**config.mk**
```make
export PLATFORM = sky130hd
export DESIGN_NAME = scan_tap_port
export DESIGN_NICKNAME = d
export VERILOG_FILES = /design/src/rtl/scan_tap_pkg.sv /design/src/rtl/scan_tap_fsm.sv /design/src/rtl/scan_tap_ir.sv /design/src/rtl/scan_tap_dr.sv /design/src/rtl/scan_tap_out.sv /design/src/rtl/scan_tap_port.sv
export SDC_FILE = /design/constraint.sdc
export NUM_CORES = 1
export LEC_CHECK = 0
export ABC_CLOCK_PERIOD_IN_PS = 2410
export CORE_ASPECT_RATIO = 0.9
export CORE_UTILIZATION = 55
export CTS_CLUSTER_SIZE = 40
export DETAILED_ROUTE_END_ITERATION = 8
export GPL_TIMING_DRIVEN = 0
export HOLD_SLACK_MARGIN = 0.12
export PLACE_DENSITY = 0.72
export SKIP_CTS_REPAIR_TIMING = 1
export SKIP_LAST_GASP = 1
export SLEW_MARGIN = 0
export SYNTH_ARGS = -nofsm -noshare
export SYNTH_HDL_FRONTEND = slang
export SYNTH_SLANG_ARGS = --single-unit
```
**constraint.sdc**
```tcl
create_clock -name tck -period 2.41 [get_ports tck]
set_input_delay 0.482 -clock tck [delete_from_list [all_inputs] [get_ports tck]]
set_output_delay 0.482 -clock tck [all_outputs]
set_load 0.02 [all_outputs]
```
**src/rtl/scan_tap_pkg.sv**
```systemverilog
package scan_tap_pkg;

   typedef enum logic [3:0] {
      TS_EX2_DR = 4'h0,
      TS_EX1_DR = 4'h1,
      TS_SH_DR  = 4'h2,
      TS_PAU_DR = 4'h3,
      TS_SEL_IR = 4'h4,
      TS_UPD_DR = 4'h5,
      TS_CAP_DR = 4'h6,
      TS_SEL_DR = 4'h7,
      TS_EX2_IR = 4'h8,
      TS_EX1_IR = 4'h9,
      TS_SH_IR  = 4'hA,
      TS_PAU_IR = 4'hB,
      TS_IDLE   = 4'hC,
      TS_UPD_IR = 4'hD,
      TS_CAP_IR = 4'hE,
      TS_RESET  = 4'hF
   } tap_state_e;

   typedef struct packed {
      logic idcode;
      logic bypass;
      logic extest;
      logic sample;
      logic highz;
      logic clamp;
   } instr_sel_t;

   function automatic tap_state_e tap_next(tap_state_e s, logic m);
      tap_state_e n;
      case (s)
         TS_RESET:  n = m ? TS_RESET  : TS_IDLE;
         TS_IDLE:   n = m ? TS_SEL_DR : TS_IDLE;
         TS_SEL_DR: n = m ? TS_SEL_IR : TS_CAP_DR;
         TS_CAP_DR: n = m ? TS_EX1_DR : TS_SH_DR;
         TS_SH_DR:  n = m ? TS_EX1_DR : TS_SH_DR;
         TS_EX1_DR: n = m ? TS_UPD_DR : TS_PAU_DR;
         TS_PAU_DR: n = m ? TS_EX2_DR : TS_PAU_DR;
         TS_EX2_DR: n = m ? TS_UPD_DR : TS_SH_DR;
         TS_UPD_DR: n = m ? TS_SEL_DR : TS_IDLE;
         TS_SEL_IR: n = m ? TS_RESET  : TS_CAP_IR;
         TS_CAP_IR: n = m ? TS_EX1_IR : TS_SH_IR;
         TS_SH_IR:  n = m ? TS_EX1_IR : TS_SH_IR;
         TS_EX1_IR: n = m ? TS_UPD_IR : TS_PAU_IR;
         TS_PAU_IR: n = m ? TS_EX2_IR : TS_PAU_IR;
         TS_EX2_IR: n = m ? TS_UPD_IR : TS_SH_IR;
         TS_UPD_IR: n = m ? TS_SEL_DR : TS_IDLE;
         default:   n = TS_RESET;
      endcase
      return n;
   endfunction

endpackage

```
**src/rtl/scan_tap_fsm.sv**
```systemverilog
module scan_tap_fsm
   import scan_tap_pkg::*;
(
   input  logic       tck,
   input  logic       por_n,
   input  logic       tms,
   output tap_state_e st,
   output tap_state_e st_nxt
);

   tap_state_e st_q;

   always_comb st_nxt = tap_next(st_q, tms);

   always_ff @(posedge tck or negedge por_n) begin
      if (!por_n) st_q <= TS_RESET;
      else        st_q <= st_nxt;
   end

   assign st = st_q;

endmodule

```
**src/rtl/scan_tap_ir.sv**
```systemverilog
module scan_tap_ir
   import scan_tap_pkg::*;
#(
   parameter int               IR_W      = 32,
   parameter logic [IR_W-1:0]  OP_IDCODE = 32'hFFFF_FFFE,
   parameter logic [IR_W-1:0]  OP_BYP_LO = 32'h0000_0000,
   parameter logic [IR_W-1:0]  OP_BYP_HI = 32'hFFFF_FFFF,
   parameter logic [IR_W-1:0]  OP_EXTEST = 32'hFFFF_FFE8,
   parameter logic [IR_W-1:0]  OP_SAMPLE = 32'hFFFF_FFF8,
   parameter logic [IR_W-1:0]  OP_HIGHZ  = 32'hFFFF_FFCF,
   parameter logic [IR_W-1:0]  OP_CLAMP  = 32'hFFFF_FFEF
)(
   input  logic       tck,
   input  logic       por_n,
   input  logic       tdi,
   input  tap_state_e st,
   input  tap_state_e st_nxt,
   output logic       sr_lsb,
   output instr_sel_t sel
);

   localparam int              TOP = IR_W - 1;
   localparam logic [IR_W-1:0] CAPT_PAT = {{(IR_W-2){1'b0}}, 2'b01};

   logic [IR_W-1:0] sr_q;
   logic [IR_W-1:0] act_q;

   // serial shift path, LSB leaves first, tdi enters at the top
   always_ff @(posedge tck or negedge por_n) begin
      if (!por_n) begin
         sr_q <= CAPT_PAT;
      end else begin
         case (st)
            TS_CAP_IR: sr_q <= CAPT_PAT;
            TS_SH_IR:  sr_q <= {tdi, sr_q[TOP:1]};
            default:   sr_q <= sr_q;
         endcase
      end
   end

   // active instruction: forced on entry to reset, loaded when leaving update
   always_ff @(posedge tck or negedge por_n) begin
      if (!por_n)                  act_q <= OP_IDCODE;
      else if (st_nxt == TS_RESET) act_q <= OP_IDCODE;
      else if (st == TS_UPD_IR)    act_q <= sr_q;
   end

   always_comb begin
      sel = '0;
      if (act_q == OP_IDCODE)                            sel.idcode = 1'b1;
      else if (act_q == OP_BYP_LO || act_q == OP_BYP_HI) sel.bypass = 1'b1;
      else if (act_q == OP_EXTEST)                       sel.extest = 1'b1;
      else if (act_q == OP_SAMPLE)                       sel.sample = 1'b1;
      else if (act_q == OP_HIGHZ)                        sel.highz  = 1'b1;
      else if (act_q == OP_CLAMP)                        sel.clamp  = 1'b1;
      else                                               sel.bypass = 1'b1;
   end

   assign sr_lsb = sr_q[0];

endmodule

```
**src/rtl/scan_tap_dr.sv**
```systemverilog
module scan_tap_dr
   import scan_tap_pkg::*;
#(
   parameter int              ID_W       = 32,
   parameter logic [ID_W-1:0] IDCODE_VAL = 32'h000D_F2FF,
   parameter bit              HAS_IDCODE = 1'b1
)(
   input  logic       tck,
   input  logic       por_n,
   input  logic       tdi,
   input  tap_state_e st,
   input  logic       sel_id,
   input  logic       sel_byp,
   output logic       dr_lsb
);

   localparam int TOP = ID_W - 1;

   logic byp_q;

   always_ff @(posedge tck or negedge por_n) begin
      if (!por_n)              byp_q <= 1'b0;
      else if (st == TS_CAP_DR) byp_q <= 1'b0;
      else if (st == TS_SH_DR)  byp_q <= tdi;
   end

   generate
      if (HAS_IDCODE) begin : g_id
         logic [ID_W-1:0] id_q;
         always_ff @(posedge tck or negedge por_n) begin
            if (!por_n)               id_q <= IDCODE_VAL;
            else if (st == TS_CAP_DR) id_q <= IDCODE_VAL;
            else if (st == TS_SH_DR)  id_q <= {tdi, id_q[TOP:1]};
         end
         assign dr_lsb = (sel_id && !sel_byp) ? id_q[0] : byp_q;
      end else begin : g_noid
         assign dr_lsb = (sel_id && !sel_byp) ? 1'b0 : byp_q;
      end
   endgenerate

endmodule

```
**src/rtl/scan_tap_out.sv**
```systemverilog
module scan_tap_out
   import scan_tap_pkg::*;
(
   input  logic       tck,
   input  logic       por_n,
   input  tap_state_e st,
   input  logic       ir_bit,
   input  logic       dr_bit,
   output logic       tdo,
   output logic       tdo_en
);

   always_ff @(negedge tck or negedge por_n) begin
      if (!por_n) begin
         tdo    <= 1'b0;
         tdo_en <= 1'b0;
      end else begin
         tdo_en <= (st == TS_SH_IR) || (st == TS_SH_DR);
         case (st)
            TS_SH_IR: tdo <= ir_bit;
            TS_SH_DR: tdo <= dr_bit;
            default:  tdo <= 1'b0;
         endcase
      end
   end

endmodule

```
**src/rtl/scan_tap_port.sv**
```systemverilog
module scan_tap_port
   import scan_tap_pkg::*;
#(
   parameter int               IR_W       = 32,
   parameter int               ID_W       = 32,
   parameter logic [ID_W-1:0]  IDCODE_VAL = 32'h000D_F2FF,
   parameter bit               HAS_IDCODE = 1'b1,
   parameter logic [IR_W-1:0]  OP_IDCODE  = 32'hFFFF_FFFE,
   parameter logic [IR_W-1:0]  OP_BYP_LO  = 32'h0000_0000,
   parameter logic [IR_W-1:0]  OP_BYP_HI  = 32'hFFFF_FFFF,
   parameter logic [IR_W-1:0]  OP_EXTEST  = 32'hFFFF_FFE8,
   parameter logic [IR_W-1:0]  OP_SAMPLE  = 32'hFFFF_FFF8,
   parameter logic [IR_W-1:0]  OP_HIGHZ   = 32'hFFFF_FFCF,
   parameter logic [IR_W-1:0]  OP_CLAMP   = 32'hFFFF_FFEF
)(
   input  logic tck,
   input  logic por_n,
   input  logic tms,
   input  logic tdi,
   output logic tdo,
   output logic tdo_en,
   output logic st_extest,
   output logic st_sample,
   output logic st_highz,
   output logic st_clamp
);

   localparam int MIN_IR_W = 2;

   generate
      if (IR_W < MIN_IR_W) begin : g_bad_irw
         $error("instruction register must be at least two bits");
      end
      if (IDCODE_VAL[0] != 1'b1) begin : g_bad_id
         $error("identification code must have bit 0 set");
      end
      if (OP_IDCODE == OP_BYP_LO || OP_IDCODE == OP_BYP_HI) begin : g_bad_op
         $error("identification opcode collides with a bypass opcode");
      end
   endgenerate

   tap_state_e tap_st;
   tap_state_e tap_nxt;
   instr_sel_t sel;
   logic       ir_bit;
   logic       dr_bit;

   scan_tap_fsm u_fsm (
      .tck    (tck),
      .por_n  (por_n),
      .tms    (tms),
      .st     (tap_st),
      .st_nxt (tap_nxt)
   );

   scan_tap_ir #(
      .IR_W      (IR_W),
      .OP_IDCODE (OP_IDCODE),
      .OP_BYP_LO (OP_BYP_LO),
      .OP_BYP_HI (OP_BYP_HI),
      .OP_EXTEST (OP_EXTEST),
      .OP_SAMPLE (OP_SAMPLE),
      .OP_HIGHZ  (OP_HIGHZ),
      .OP_CLAMP  (OP_CLAMP)
   ) u_ir (
      .tck    (tck),
      .por_n  (por_n),
      .tdi    (tdi),
      .st     (tap_st),
      .st_nxt (tap_nxt),
      .sr_lsb (ir_bit),
      .sel    (sel)
   );

   scan_tap_dr #(
      .ID_W       (ID_W),
      .IDCODE_VAL (IDCODE_VAL),
      .HAS_IDCODE (HAS_IDCODE)
   ) u_dr (
      .tck     (tck),
      .por_n   (por_n),
      .tdi     (tdi),
      .st      (tap_st),
      .sel_id  (sel.idcode),
      .sel_byp (sel.bypass),
      .dr_lsb  (dr_bit)
   );

   scan_tap_out u_out (
      .tck    (tck),
      .por_n  (por_n),
      .st     (tap_st),
      .ir_bit (ir_bit),
      .dr_bit (dr_bit),
      .tdo    (tdo),
      .tdo_en (tdo_en)
   );

   assign st_extest = sel.extest;
   assign st_sample = sel.sample;
   assign st_highz  = sel.highz;
   assign st_clamp  = sel.clamp;

endmodule

```
Yosys cells after proc, flatten, opt, wreduce, memory -nomap -nowiden
Index checks and enable logic that the tools add are counted.

cells by class
  add/sub/neg operators = 0
  multiply operators = 0
  div/mod/pow operators = 0
  $lt $le $gt $ge = 0
  eq/ne operators = 22
  shift operators = 0
  mux-type cells = 37
  bitwise gates (word level) = 0
  reductions and logical operators = 12

operators with widths
  kind                                                             number
  32-bit == test, second input constant                            6
  32-bit two-way mux                                               4
  32-bit case mux with 2 select lines                              1
  4-bit case mux with 12 select lines                              1
  4-bit == test, second input constant                             9
  32-bit zero test                                                 1
  4-bit by 3-bit == test with 1-bit output, second input constant  4
  1-bit two-way mux                                                15
  3-bit two-way mux                                                5
  2-bit two-way mux                                                7
  4-bit by 2-bit == test with 1-bit output, second input constant  2
  4-bit two-way mux                                                2
  2-bit nonzero test                                               3
  5-bit two-way mux                                                1
  4-bit by 1-bit == test with 1-bit output, second input constant  1
  4-bit zero test                                                  1
  2-bit OR reduction                                               2
  3-bit OR reduction                                               1
  1-bit logical OR                                                 2
  1-bit case mux with 2 select lines                               1
  1-bit logical AND                                                1
  1-bit zero test                                                  1

word-level totals
  bits in registers = 103
  bits in latches = 0
  memory bits (writable) = 0
  memory bits (read-only) = 0
  input bits = 4
  output and inout port bits = 6
  logic and storage cells = 78
  memories = 0

Logic depth before layout (Yosys ltp)
Gate-level depths: netlist of the first run.

  depth in word-level cells = 11
  gate-level depth with buffers = 6

Modules after synthesis
From an unflattened synthesis of the first run, not the netlist that was laid out.

unflattened totals
  cells, all modules = 448
  area, all modules = 4544.4 µm²

modules (own cells, without submodules)
  module        instances  cells an instance  area an instance (µm²)
  scan_tap_ir   1          303                2798.9
  scan_tap_dr   1          121                1468.9
  scan_tap_fsm  1          19                 197.7
  scan_tap_out  1          5                  78.8

==> impl_metrics.yaml, run 1 <==
drt:
  met3WireLength_um: 226
  drt_iter0_drc: 138
  drcViolationCount: 0
  m1WireLength_mm: 3.82
  ant_nets: 0
  dr.pass1.iters: 4
  wirelength_mm: 7.43
  vias: 2573
  top_layer_used: "met4"
  wl_per_cell_um: 17.1
  wl_met2_mm: 3.30
  avgViaCountPerCell: 5.91
synthesis:
  synth_cell_type_count: 35
  synth-edff-count: 0
  ys_seq_elements: 102
  synth.area.top_cells: "dfstp_2 (33%), dfrtp_1 (29%), a22o_1 (10%), mux2i_1 (7.8%), o21ai_1 (3.5%)"
  synth.top_cell.area_share: 0.331
  ys_seq_area_frac: 0.634
  synth-main-ff-cell: "dfstp_2"
  avgSynthCellArea_um2: 13.2
  syn_area_um2: 4130
  synth_common_cells: "dfstp_2 (52), dfrtp_1 (48), a22o_1 (47)"
  synth_cells: 312
  synth.most_common_cell: "dfstp_2"
  synth.net_count: 316
  yosysTopAreaCell: "dfstp_2"
  synth_warnings: 0
  synthArstFlopShare: 1.00
timing:
  tns_ps: -1360
  tightest_slew_ps: 649
  rsz0062_at_grt: "true"
  final.setup_skew_ps: 21.7
  report.final.hold_viol_count: 0
  final-setup-viol-count: 7
  setup_ws_ps: -458
  slew_headroom: 0.567
  slew_violations: 0
floorplan:
  ios: 10
  dieArea_um2: 7860
  die_y_um: 84.2
  start_util: 0.578
  die_x_um: 93.3
  rows: 29
  placeableCoreArea_um2: 7150
cells_and_area:
  fin_area_um2: 4620
  nets: 341
  stdcell_count: 435
  n_fill_cell: 541
  drive_gt1_frac: 0.316
  area_growth_pct: 11.8
  n_antenna_cell: 0
  postLayoutCoreUtil: 0.646
setup_path:
  cp_num_buf_inv: 1
  cpMostUsedCell: "nand4_1"
  critPathCaptureType: "flop"
  regToRegSetupSlack_ps: -460
  slowest_delay_ps: 540
  path_delay_family: "simple AND/OR/NAND/NOR gates"
  path_class: "reg2reg"
  worstPathRequired_ps: 1390
  path_max_fanout: 2
  worst_path_max_delay_cell: "dfstp_2"
  cp-start-kind: "flop"
  arrival_ps: 1850
  path_cells: "nand4_1 -> nor4_4 -> buf_4 -> nand4_1 -> mux2i_1"
clock_tree:
  cts_max_level: 3
  cts_sinks: 102
  numCtsBuffers: 9
  clockBufferDepth: 2
  root_buffer: "clkbuf_8"
  insertion_delay_ps: 360
  cts_tree: "yes"
  cts.reportedPaths.clkPinSlew_ps: 100
global_route:
  grt_pass1_wl_mm: 12.4
  antenna_found_initial: 0
  grt_max_degree: 53
  overflow: 0
  grt_pass1_vias: 2476
  gr-usage-all-layers: 0.209
placed_design:
  dp_hpwl_mm: 4.87
  io_buffers: 9
  placedInstanceArea_um2: 4370
  dp_cells: 415
  place.gp.congestion: 0.758
power_and_ir_drop:
  peakVddDrop_mv: 0.522
  p_per_area_nw_per_um2: 1230
  power_leakage_uw: 0.00215
outcome:
  violations: "negative setup slack"
  run_status: "finished, violations left"
min_path:
  hold_class: "in2async"
flow_run:
  max-cap-violations: 0
[kinds of logic after synthesis]
group,count (synthesis),share of synthesized area
and+or+nand+nor,42,0.0579
DFF,102,0.634
muxes,36,0.0885
buffers and inverters,28,0.0306
AOI/OAI and AO/OA,104,0.189
[worst paths after layout]
| kind | startpoint | end | cells past startpoint |
|---|---|---|---|
| max in group asynchronous | por_n | u_out.tdo_en | 1 |
| setup / recovery | u_ir.act_q[26] | u_out.tdo | 5 |
| hold / removal | por_n | u_dr.g_id.id_q[20] | 1 |
| hold reg to reg | u_dr.g_id.id_q[27] | u_dr.g_id.id_q[26] | 1 |
| setup reg to reg | u_ir.act_q[26] | u_out.tdo | 5 |
| min in group tck | u_dr.g_id.id_q[27] | u_dr.g_id.id_q[26] | 1 |
[power breakdown]
group / leakage [uW] / internal, uW / switching [uW] / total (uW)
Sequential: 0.00124 / 2560 / 362 / 2920
Combinational: 0.000820 / 717 / 968 / 1680
Clock: 0.0000976 / 535 / 563 / 1100
[cells in the final DEF (no fill, tap or decap), types with 3 or more instances in the layout]
master       n
dfstp_2     52
dfrtp_1     48
a22o_1      47
mux2i_1     32
o21ai_1     29
buf_2       18
o22a_1      16
clkbuf_8    11
nand2_1      7
nand4_1      7
clkbuf_1     7
buf_4        7
nor2_1       6
a21oi_1      4
mux2_2       4
nand3_1      4
inv_1        3
o21ai_0      3
clkinvlp_4   3
[worst reg2reg max path: cells and delay by family, from the launching register on]
| kind | cells | cell delay (ps) |
|---|---|---|
| flops | 1 | 540 |
| buf+inv | 1 | 170 |
| simple gates | 3 | 630 |
| mux | 1 | 160 |
[layout make-up]
cell class	instances	area (um2)	share of cell area
Clock buffer	11	151	0.0328
Sequential cell	102	2620	0.567
Tap cell	93	116	0.0252
Inverter	4	15.0	0.00325
Multi-Input combinational cell	182	1410	0.305
Clock inverter	5	57.6	0.0125
Timing Repair Buffer	14	140	0.0304
Buffer	24	111	0.0241
[per-layer routing]
layer,vias to the layer above,GRT usage
met5,-,0
met4,0,0.0713
met3,8,0.0543
met2,39,0.290
met1,1303,0.319
li1,1223,-
[through the flow]
stage / total power (uW) / hold WS, ps / worst slack (ps)
floorplan: 4130 / 186 / -217
global placement: 4530 / 482 / -3770
detailed placement: 4610 / 488 / -505
CTS: 5710 / 141 / -671
global route: 6080 / 168 / -545
finish: 5700 / 134 / -458
[sequential cells by signal (all words and copies together), names as in the netlist]
register / cells
u_out.tdo_en: 1
u_fsm.st: 4
u_out.tdo: 1
u_dr.g_id.id_q: 32
u_ir.act_q: 32
u_ir.sr_q: 32
Power figures use the tool's default switching activity.
==> run 2, diff against run 1 <==
--- a/config.mk
+++ b/config.mk
@@ -13,7 +13,6 @@
 export GPL_TIMING_DRIVEN = 0
 export HOLD_SLACK_MARGIN = 0.12
 export PLACE_DENSITY = 0.72
-export SKIP_CTS_REPAIR_TIMING = 1
 export SKIP_LAST_GASP = 1
 export SLEW_MARGIN = 0
 export SYNTH_ARGS = -nofsm -noshare
==> impl_metrics.yaml, run 2 (synthesized netlist as in run 1, its figures left out) <==
outcome:
  run_status: "finished, violations left"
  violations: "negative setup slack"
placed_design:
  dp_slack_ps: -505
  io_buffers: 9
  place.gp.congestion: 0.758
  dp_hpwl_mm: 4.87
  dp_cells: 415
setup_path:
  path_class: "reg2reg"
  r2r_start: "u_ir.act_q[20]"
  worst_path_max_delay_cell: "dfstp_2"
  worstPathRequired_ps: 1400
  path_cells: "nand4_1 -> nor4_4 -> nand4_1 -> mux2i_1"
  path_max_fanout: 3
  critPathCaptureType: "flop"
  regToRegSetupSlack_ps: -420
  slowest_delay_ps: 550
  cp-start-kind: "flop"
  reg2reg_depth: 4
  arrival_ps: 1820
  rr_endpoint: "u_out.tdo"
  cpMostUsedCell: "nand4_1"
timing:
  setup_ws_ps: -421
  tightest_slew_ps: 648
  final-setup-viol-count: 7
  slew_headroom: 0.568
  rsz0062_at_grt: "true"
  final.setup_skew_ps: 23.3
  slew_violations: 0
  hold_ws_ps: 127
  report.final.hold_viol_count: 0
drt:
  m1WireLength_mm: 3.92
  vias: 2552
  wl_per_cell_um: 17.2
  top_layer_used: "met4"
  dr.pass1.iters: 4
  drcViolationCount: 0
  met3WireLength_um: 215
  drt_iter0_drc: 155
  ant_nets: 0
  avgViaCountPerCell: 5.89
  wirelength_mm: 7.44
  wl_met2_mm: 3.23
cells_and_area:
  final_cell_mix: "dfstp_2 (52), dfrtp_1 (48), a22o_1 (47), mux2i_1 (32), o21ai_1 (29)"
  area_growth_pct: 11.5
  reg_top3: "u_dr.g_id.id_q x32, u_ir.act_q x32, u_ir.sr_q x32"
  final_common_cell: "dfstp_2"
  multi_input_area_um2: 1410
  seqCellArea_um2: 2620
  drive_gt1_frac: 0.318
  postLayoutCoreUtil: 0.644
  nets: 339
  n_antenna_cell: 0
  n_fill_cell: 544
  stdcell_count: 433
clock_tree:
  root_buffer: "clkbuf_8"
  numCtsBuffers: 9
  cts_max_level: 3
  cts_sinks: 102
  insertion_delay_ps: 370
  cts_tree: "yes"
  cts.hold.buffers_added: 0
  clockBufferDepth: 2
  cts.reportedPaths.clkPinSlew_ps: 90
global_route:
  gr-usage-all-layers: 0.210
  grt_pass1_vias: 2498
  grt_pass1_wl_mm: 12.5
  antenna_found_initial: 0
  overflow: 0
  grt_max_degree: 53
floorplan:
  die_x_um: 93.3
  die_y_um: 84.2
  rows: 29
  ios: 10
  start_util: 0.578
  dieArea_um2: 7860
  placeableCoreArea_um2: 7150
power_and_ir_drop:
  p_per_area_nw_per_um2: 1240
  peakVddDrop_mv: 0.521
  power_leakage_uw: 0.00213
min_path:
  hold_class: "in2async"
flow_run:
  max-cap-violations: 0
## run 2: power by group
part	switching, uW	leakage (uW)	internal (uW)	total (uW)
Clock	560	0.0000976	534	1090
Combinational	967	0.000792	708	1670
Sequential	365	0.00124	2560	2920
Total	1890	0.00213	3800	5690
## run 2: layer usage
metal	track usage	vias up
met2	0.297	26
met3	0.0543	8
met1	0.318	1299
met4	0.0713	0
met5	0	-
li1	-	1219
## run 2: how the worst max path moves through the flow
stage | slack, ps | endpoint | startpoint
2_1_floorplan | -220 | u_out.tdo | u_ir.act_q[30]
3_3_place_gp | -3770 | u_out.tdo | por_n
3_5_place_dp | -510 | u_out.tdo | u_ir.act_q[25]
4_1_cts | -390 | u_out.tdo | u_ir.act_q[29]
5_1_grt | -500 | u_out.tdo | u_ir.act_q[25]
6_report | -420 | u_out.tdo | u_ir.act_q[20]
## run 2: final cells by class
cell class,count,area share
flip-flops and latches,102,0.569
repair buffers,12,0.0261
multi-input cells,182,0.307
clock inverters,5,0.0125
well taps,93,0.0253
plain buffers,24,0.0242
clock buffers,11,0.0329
inverters,4,0.00326
## run 2: what timing repair did
item	CTS	global route
endpoints found under the hold margin	0	0
buffers inserted	2	2
resized for setup	30	6
endpoints found under the setup margin	7	7
pin swaps	5	4
## run 2: critical path, delay by kind of cell, from the launching register on
| family | cells | cell delay (ps) |
|---|---|---|
| multiplexers | 1 | 160 |
| AND/OR/NAND/NOR | 3 | 730 |
| flip-flops | 1 | 550 |
## run 2: through the flow
| stage | total power (uW) | instance area [um2] | TNS, ps |
|---|---|---|---|
| final | 5690 | 4600 | -1370 |
| after CTS | 5730 | 4600 | -1440 |
| after global placement | 4530 | 4340 | -221760 |
| after detailed placement | 4610 | 4370 | -1930 |
| after global routing | 6070 | 4600 | -1920 |
| after floorplan | 4130 | 4140 | -217 |
==> run 3, diff against run 2 <==
--- a/config.mk
+++ b/config.mk
@@ -11,7 +11,7 @@
 export CTS_CLUSTER_SIZE = 40
 export DETAILED_ROUTE_END_ITERATION = 8
 export GPL_TIMING_DRIVEN = 0
-export HOLD_SLACK_MARGIN = 0.12
+export HOLD_SLACK_MARGIN = 0.08
 export PLACE_DENSITY = 0.72
 export SKIP_LAST_GASP = 1
 export SLEW_MARGIN = 0
==> results of run 3 <==
Same layout as run 2: the final DEF is identical, and so are final timing and power.
